## src/rtl/hz_pkg.sv

```systemverilog
// Shared types for the hazard controller.
package hz_pkg;
    // Operand source for the execute stage; codes are seen by the datapath mux.
    typedef enum logic [1:0] {
        FWD_RF  = 2'b00,
        FWD_WB  = 2'b01,
        FWD_MEM = 2'b10
    } fwd_sel_e;
endpackage

```

## src/rtl/hz_src_match.sv

```systemverilog
// Compares one decode-stage source register against the two producers ahead
// of it and picks the bypass source it will need once it reaches execute.
// Assumes register 0 is hard-wired to zero and never bypassed.
module hz_src_match #(
    parameter int REG_ADDR_W = 5
) (
    input  logic [REG_ADDR_W-1:0] src,
    input  logic [REG_ADDR_W-1:0] near_rd,
    input  logic                  near_we,
    input  logic [REG_ADDR_W-1:0] far_rd,
    input  logic                  far_we,
    output logic                  near_hit,
    output hz_pkg::fwd_sel_e      sel
);
    localparam logic [REG_ADDR_W-1:0] ZERO_REG = '0;

    logic far_hit;

    // Match against each producer, ignoring register 0 and non-writers.
    always_comb begin
        near_hit = near_we && (near_rd != ZERO_REG) && (near_rd == src);
        far_hit  = far_we  && (far_rd  != ZERO_REG) && (far_rd  == src);
    end

    // Nearer producer holds the newer value, so it takes priority.
    always_comb begin
        if (near_hit)
            sel = hz_pkg::FWD_MEM;
        else if (far_hit)
            sel = hz_pkg::FWD_WB;
        else
            sel = hz_pkg::FWD_RF;
    end
endmodule

```

## src/rtl/hz_load_interlock.sv

```systemverilog
// Raises a one-cycle stall when the instruction directly ahead is a load whose
// destination a decode source needs; bypass cannot deliver that value in time.
module hz_load_interlock #(
    parameter int NUM_OPS = 2
) (
    input  logic               near_is_load,
    input  logic [NUM_OPS-1:0] near_hit,
    output logic               stall
);
    // Any source matching a pending load forces the interlock.
    always_comb begin
        stall = near_is_load && (|near_hit);
    end
endmodule

```

## src/rtl/hz_fwd_regs.sv

```systemverilog
// Holds the bypass selects for the instruction in execute. A stall turns the
// ID/EX entry into a bubble, so its selects are cleared instead of loaded.
module hz_fwd_regs #(
    parameter int NUM_OPS = 2
) (
    input  logic             clk,
    input  logic             rst_n,
    input  logic             bubble,
    input  hz_pkg::fwd_sel_e sel_d [NUM_OPS],
    output hz_pkg::fwd_sel_e sel_q [NUM_OPS]
);
    genvar g;
    generate
        for (g = 0; g < NUM_OPS; g++) begin : g_op
            // Advance the select with the instruction, or clear it for a bubble.
            always_ff @(posedge clk) begin
                if (!rst_n || bubble)
                    sel_q[g] <= hz_pkg::FWD_RF;
                else
                    sel_q[g] <= sel_d[g];
            end
        end
    endgenerate
endmodule

```

## src/rtl/pipe_hazard_unit.sv

```systemverilog
// Hazard controller for a five-stage in-order pipeline. Bypass selects are
// computed in decode and registered into execute; a load consumed directly
// behind it costs one stall; a taken branch resolved in decode squashes the
// fall-through fetch. Assumes a register file that writes before it reads.
module pipe_hazard_unit #(
    parameter int REG_ADDR_W = 5
) (
    input  logic                  clk,
    input  logic                  rst_n,
    input  logic [REG_ADDR_W-1:0] id_rs_a,
    input  logic [REG_ADDR_W-1:0] id_rs_b,
    input  logic [REG_ADDR_W-1:0] ex_rd,
    input  logic                  ex_we,
    input  logic                  ex_is_load,
    input  logic [REG_ADDR_W-1:0] mem_rd,
    input  logic                  mem_we,
    input  logic                  branch_taken,
    output logic [1:0]            fwd_a,
    output logic [1:0]            fwd_b,
    output logic                  pc_hold,
    output logic                  idex_bubble,
    output logic                  ifid_flush
);
    localparam int NUM_OPS = 2;

    logic [REG_ADDR_W-1:0] src      [NUM_OPS];
    hz_pkg::fwd_sel_e      sel_d    [NUM_OPS];
    hz_pkg::fwd_sel_e      sel_q    [NUM_OPS];
    logic [NUM_OPS-1:0]    near_hit;
    logic                  stall;

    // Gather the decode sources into an indexable array.
    always_comb begin
        src[0] = id_rs_a;
        src[1] = id_rs_b;
    end

    genvar g;
    generate
        for (g = 0; g < NUM_OPS; g++) begin : g_src
            hz_src_match #(.REG_ADDR_W(REG_ADDR_W)) u_match (
                .src      (src[g]),
                .near_rd  (ex_rd),
                .near_we  (ex_we),
                .far_rd   (mem_rd),
                .far_we   (mem_we),
                .near_hit (near_hit[g]),
                .sel      (sel_d[g])
            );
        end
    endgenerate

    hz_load_interlock #(.NUM_OPS(NUM_OPS)) u_interlock (
        .near_is_load (ex_is_load),
        .near_hit     (near_hit),
        .stall        (stall)
    );

    hz_fwd_regs #(.NUM_OPS(NUM_OPS)) u_fwd (
        .clk    (clk),
        .rst_n  (rst_n),
        .bubble (stall),
        .sel_d  (sel_d),
        .sel_q  (sel_q)
    );

    // Drive the pipeline controls; a stalled branch waits rather than squashes.
    always_comb begin
        fwd_a       = sel_q[0];
        fwd_b       = sel_q[1];
        pc_hold     = stall;
        idex_bubble = stall;
        ifid_flush  = branch_taken && !stall;
    end
endmodule

```

## config.mk

```make
export PLATFORM = sky130hd
export DESIGN_NAME = pipe_hazard_unit
export DESIGN_NICKNAME = d
export VERILOG_FILES = /design/src/rtl/hz_pkg.sv /design/src/rtl/hz_src_match.sv /design/src/rtl/hz_load_interlock.sv /design/src/rtl/hz_fwd_regs.sv /design/src/rtl/pipe_hazard_unit.sv
export SDC_FILE = /design/constraint.sdc
export NUM_CORES = 1
export LEC_CHECK = 0
export BUFFER_PORTS_ARGS = -buffer_cell sky130_fd_sc_hd__buf_2
export CAP_MARGIN = 20
export CORE_AREA = 10 10 47 49
export DETAILED_ROUTE_END_ITERATION = 8
export DIE_AREA = 0 0 57 59
export PLACE_DENSITY = 0.72
export SKIP_CTS_REPAIR_TIMING = 1
export SLEW_MARGIN = 20
export SYNTH_ARGS = -nofsm -noshare
export SYNTH_HDL_FRONTEND = slang
export SYNTH_SLANG_ARGS = --single-unit
```

## constraint.sdc

```tcl
create_clock -name clk -period 1.52 [get_ports clk]
set_clock_uncertainty 0.1 [all_clocks]
set_input_delay 0.304 -clock clk [delete_from_list [all_inputs] [get_ports clk]]
set_output_delay 0.304 -clock clk [all_outputs]
set_load 0.03 [all_outputs]
```

==> results of run 1 <==
==> Yosys cell counts (all sizes together) (2+ instances only) <==
master  number  area (µm²)
and3         2        12.5
dfxtp        4        80.1
nand4        2        12.5
a211oi       3        22.5
nor3         4        20.0
nand3        2        10.0
nor2         2        7.51
xor2        12         105
xnor2        8        70.1
==> worst paths after layout <==
kind,start,end,cells past startpoint
hold / removal,ex_is_load,u_fwd.sel_q[2]$_SDFF_PP0_,2
setup / recovery,ex_rd[4],ifid_flush,6
==> placed cells by master, fill, tap and decap left out <==
cell,Yosys,layout
nand3_2,0,1
a211oi_2,0,2
nor2b_2,0,1
or3_1,1,1
buf_2,0,27
o21ai_4,0,1
xor2_1,12,12
and3_1,2,2
xnor2_1,8,8
nand3_1,2,1
buf_6,0,2
inv_1,1,1
nor2_4,0,2
buf_8,0,1
a211oi_4,0,1
or4_4,1,1
buf_4,1,19
nor3_2,0,1
nor3_1,4,3
o311a_1,1,1
dfxtp_1,4,4
clkbuf_4,0,3
nand4_1,2,2
==> metal layers <==
layer,vias up,share of wire
li1,262,-
met1,227,0.37
met2,28,0.49
met3,2,0.13
met4,0,0.010
met5,-,0
==> critical path, cell delays in order <==
cell	delay (ns)
buf_8	0.10
or4_4	0.54
o21ai_4	0.19
a211oi_4	0.07
nor2b_2	0.12
buf_6	0.13
==> kinds of logic after synthesis <==
kind of cell / count (synthesis) / share of synthesized area
AND/OR/NAND/NOR: 15 / 0.219
AO/OA/AOI/OAI: 5 / 0.105
buffers and inverters: 2 / 0.0286
flip-flops: 4 / 0.203
XOR/XNOR: 20 / 0.444
==> per-stage QoR <==
stage	hold WS, ns	util
global placement	0.416	0.496
global route	0.202	0.572
detailed placement	0.428	0.496
CTS	0.182	0.512
floorplan	0.296	-
finish	0.201	0.572
==> power breakdown <==
| part | switching, µW | internal [µW] | total [µW] |
|---|---|---|---|
| logic | 77.9 | 95.7 | 174 |
| clock network | 40.1 | 88.1 | 128 |
| registers | 0.138 | 106 | 107 |
==> cell type report <==
type,instances,area [µm²],share of cell area
repair buffers,49,315,0.393
inverters,1,3.75,0.00468
multi-input cells,40,360,0.449
clock buffers,3,22.5,0.0281
well taps,16,20.0,0.0250
flip-flops and latches,4,80.1,0.0998
==> results.py, run 1 <==
metrics = {
    "clock_tree": {
        "path_clk_slew_ns": 0.04,
        "tritoncts": "built",
        "cts_buffers": 3,
        "cts.path.max_buffers": 2,
        "h-tree-depth": 1,
        "cts.sinks": 4,
        "clock-root-buffer": "clkbuf_4",
    },
    "sta": {
        "rsz0062_at_grt": "yes",
        "maxSlewViolCount": 0,
        "finalHoldViolations": 0,
        "fmax_mhz": 538,
        "period_share": 1.22,
        "setup_viol": 3,
        "setup_ws_ns": -0.340,
        "worst_pin_slew_ns": 0.215,
        "finalSetupTns_ns": -0.950,
        "period_minus_slack_ns": 1.86,
        "maxSlewHeadroom": 0.856,
    },
    "placement": {
        "dp.cells": 108,
        "dp_hpwl_um": 1330,
        "gp_congestion": 0.749,
        "place_ws_ns": -0.408,
        "dpl_cell_area_um2": 694,
        "port-buffer-count": 32,
    },
    "synth": {
        "syn_area_per_cell_um2": 8.57,
        "syn_nets": 72,
        "synth_edf_count": 0,
        "async_flop_share": 0,
        "ys_types": 16,
        "yosysSeqAreaShare": 0.203,
        "yosys_warnings": 0,
        "netlist_area_um2": 394,
        "synth-seq-cells": 4,
        "ys.flop_type": "dfxtp_1",
        "netlist_instances": 46,
    },
    "drt": {
        "drt-pass1-iter-count": 2,
        "wl_per_cell_um": 12.8,
        "drtIter0Drc": 5,
        "drc": 0,
        "vias_per_cell": 4.59,
        "totalWireLength_um": 1450,
        "vias": 519,
        "ant_nets": 0,
    },
    "die": {
        "die-area_um2": 3360,
        "core-area_um2": 1400,
        "start_util": 0.281,
        "die_x_um": 57,
        "fp.dieH_um": 59,
        "ios": 33,
        "fp-row-count": 14,
    },
    "critical_path": {
        "cp_data_required_time_ns": 1.12,
        "end_kind": "primary output",
        "critPathArrivalTime_ns": 1.46,
        "crit_type": "in2out",
        "crit_path_start_kind": "primary input",
        "worst-path-max-fanout": 3,
    },
    "grt": {
        "grt-busiest-layer": "met2",
        "grt_use_met1": 0.0788,
        "grt_max_degree": 4,
        "grt_use_met2": 0.144,
        "grt_pass1_vias": 592,
        "grt_pass1_wl_um": 2370,
        "grt_antenna_before_repair": 0,
        "grt_use_met3": 0.0622,
        "overflow": 0,
        "grt_use_total": 0.0874,
    },
    "power": {
        "ir_drop_mv": 0.173,
        "p_per_area_nw_per_um2": 509,
        "finalPower_uw": 408,
        "power.leakage_uw": 0.000384,
    },
    "hold_path": {
        "min_path_type": "in2reg",
    },
    "layout": {
        "fin_nets": 125,
        "largest_register_ffs": 4,
        "fillers": 137,
        "stdcell_area_um2": 802,
        "drive_above_1_share": 0.639,
        "syn_to_final_growth_pct": 103,
        "antenna_cells": 0,
        "regMostFlops": "u_fwd.sel_q",
        "top_regs": "u_fwd.sel_q (4)",
        "final_cells": 113,
    },
    "outcome": {
        "status": "finished with violations",
        "violations": "negative setup slack",
    },
    "job": {
        "cap_violations": 0,
    },
}
(Power assumes the default switching activity.)
==> run 2: changes to the inputs <==
--- a/config.mk
+++ b/config.mk
@@ -7,10 +7,10 @@
 export LEC_CHECK = 0
 export BUFFER_PORTS_ARGS = -buffer_cell sky130_fd_sc_hd__buf_2
 export CAP_MARGIN = 20
-export CORE_AREA = 10 10 47 49
+export CORE_AREA = 10 10 48 50
 export DETAILED_ROUTE_END_ITERATION = 8
-export DIE_AREA = 0 0 57 59
-export PLACE_DENSITY = 0.72
+export DIE_AREA = 0 0 58 60
+export PLACE_DENSITY = 0.69
 export SKIP_CTS_REPAIR_TIMING = 1
 export SLEW_MARGIN = 20
 export SYNTH_ARGS = -nofsm -noshare
==> constraint.sdc (replaced) <==
create_clock -name clk -period 1.52 [get_ports clk]
set_clock_uncertainty 0.1 [all_clocks]
set_input_delay 0.304 -clock clk [delete_from_list [all_inputs] [get_ports clk]]
set_output_delay 0.304 -clock clk [all_outputs]
set_load 0.05 [all_outputs]
==> results.py, run 2 (synthesis results as in run 1) <==
metrics = {
    "outcome": {
        "status": "finished with violations",
        "violations": "negative setup slack",
    },
    "drt": {
        "wl_per_cell_um": 13.1,
        "drt-pass1-iter-count": 3,
        "vias_per_cell": 4.65,
        "ant_nets": 0,
        "vias": 502,
        "drtIter0Drc": 3,
        "totalWireLength_um": 1410,
        "drc": 0,
    },
    "power": {
        "p_seq_frac": 0.266,
        "finalPower_uw": 401,
        "clkPwrFrac": 0.307,
        "power.leakage_uw": 0.000368,
        "combPwrFrac": 0.427,
        "ir_drop_mv": 0.195,
        "p_int_uw": 287,
        "switching_share": 0.285,
        "switchingPower_uw": 114,
        "p_per_area_nw_per_um2": 529,
    },
    "sta": {
        "worst_pin_slew_ns": 0.319,
        "period_share": 1.26,
        "rsz0062_at_grt": "yes",
        "finalSetupTns_ns": -1.15,
        "setup_viol": 3,
        "finalHoldViolations": 0,
        "setup_ws_ns": -0.394,
        "maxSlewHeadroom": 0.787,
        "period_minus_slack_ns": 1.91,
        "maxSlewViolCount": 0,
        "fmax_mhz": 523,
    },
    "clock_tree": {
        "h-tree-depth": 1,
        "cts.path.max_buffers": 2,
        "tritoncts": "built",
        "cts.sinks": 4,
        "clock-root-buffer": "clkbuf_4",
        "cts_buffers": 3,
        "path_clk_slew_ns": 0.03,
    },
    "job": {
        "cap_violations": 0,
    },
    "grt": {
        "grt_max_degree": 4,
        "overflow": 0,
        "grt_pass1_wl_um": 2240,
        "grt_use_total": 0.0794,
        "grt_antenna_before_repair": 0,
        "grt_pass1_vias": 558,
    },
    "placement": {
        "gp_congestion": 0.704,
        "port-buffer-count": 32,
        "dp.cells": 104,
        "dp_hpwl_um": 1250,
    },
    "layout": {
        "regMostFlops": "u_fwd.sel_q",
        "final_cell_mix": "buf_2 (26), xor2_1 (12), buf_4 (12), xnor2_1 (8), buf_6 (5)",
        "antenna_cells": 0,
        "largest_register_ffs": 4,
        "final_cells": 108,
        "fin_nets": 120,
        "syn_to_final_growth_pct": 92.4,
        "drive_above_1_share": 0.576,
        "fillers": 142,
        "top_regs": "u_fwd.sel_q (4)",
        "layout_commonest_cell": "buf_2",
    },
    "critical_path": {
        "cp_data_required_time_ns": 1.12,
        "worst-path-max-fanout": 3,
        "crit_family": "simple AND/OR/NAND/NOR gates",
        "crit_path_start_kind": "primary input",
        "crit_type": "in2out",
        "slowest_stage": "or4_4",
        "path_buf_inv": 2,
        "cpPeakStageDelay_ns": 0.53,
        "crit_cells": 6,
        "crit_chain": "buf_2 > or4_4 > o21ai_4 > a211oi_4 > nor2b_4 > buf_8",
        "end_kind": "primary output",
        "critPathArrivalTime_ns": 1.51,
    },
    "die": {
        "die_x_um": 58,
        "start_util": 0.274,
        "ios": 33,
        "core-area_um2": 1440,
        "fp-row-count": 14,
        "die-area_um2": 3480,
        "fp.dieH_um": 60,
    },
    "hold_path": {
        "min_path_type": "in2reg",
        "min_path_cells": 2,
    },
}
## run 2: changes by cell type in the layout (fill, tap and decap cells not counted)
cell      delta
a211oi_1     +2
a211oi_2     -2
buf_2        -1
buf_4        -7
buf_6        +3
nor2_1       +2
nor2_4       -2
nor2b_2      -1
nor2b_4      +1
## run 2: worst paths after layout
kind | to | startpoint | slack, ns
worst max-delay path | ifid_flush | ex_rd[2] | -0.39
worst min-delay path | u_fwd.sel_q[2]$_SDFF_PP0_ | ex_is_load | 0.19
## run 2: layout make-up
cell class / instances / area, µm² / share of cell area
flip-flops and latches: 4 / 80.1 / 0.106
well taps: 16 / 20.0 / 0.0264
multi-input cells: 40 / 340 / 0.449
clock buffers: 3 / 22.5 / 0.0297
repair buffers: 44 / 292 / 0.384
inverters: 1 / 3.75 / 0.00495
## run 2: layer usage
| metal | GRT usage | share of wire | vias to the layer above |
|---|---|---|---|
| met1 | 0.0876 | 0.42 | 220 |
| met3 | 0.0360 | 0.12 | 0 |
| met4 | 0.0403 | 0 | 0 |
| li1 | - | - | 255 |
| met2 | 0.126 | 0.46 | 27 |
| met5 | 0 | 0 | - |
## run 2: power by group through the flow
stage	Sequential (µW)	Clock [µW]	Combinational [µW]
after floorplan	111	0	68.9
after global placement	108	0	151
after detailed placement	108	0	154
after CTS	107	132	154
after global routing	107	134	186
final	107	123	171
## run 2: metrics by stage
step	utilization	cell area, µm²	hold slack, ns	setup WS (ns)
final	0.528	758	0.194	-0.394
after global routing	0.528	758	0.204	-0.465
after CTS	0.482	692	0.185	-0.523
after detailed placement	0.466	669	0.429	-0.521
after global placement	0.466	669	0.422	-0.486
after floorplan	-	418	0.296	-0.558
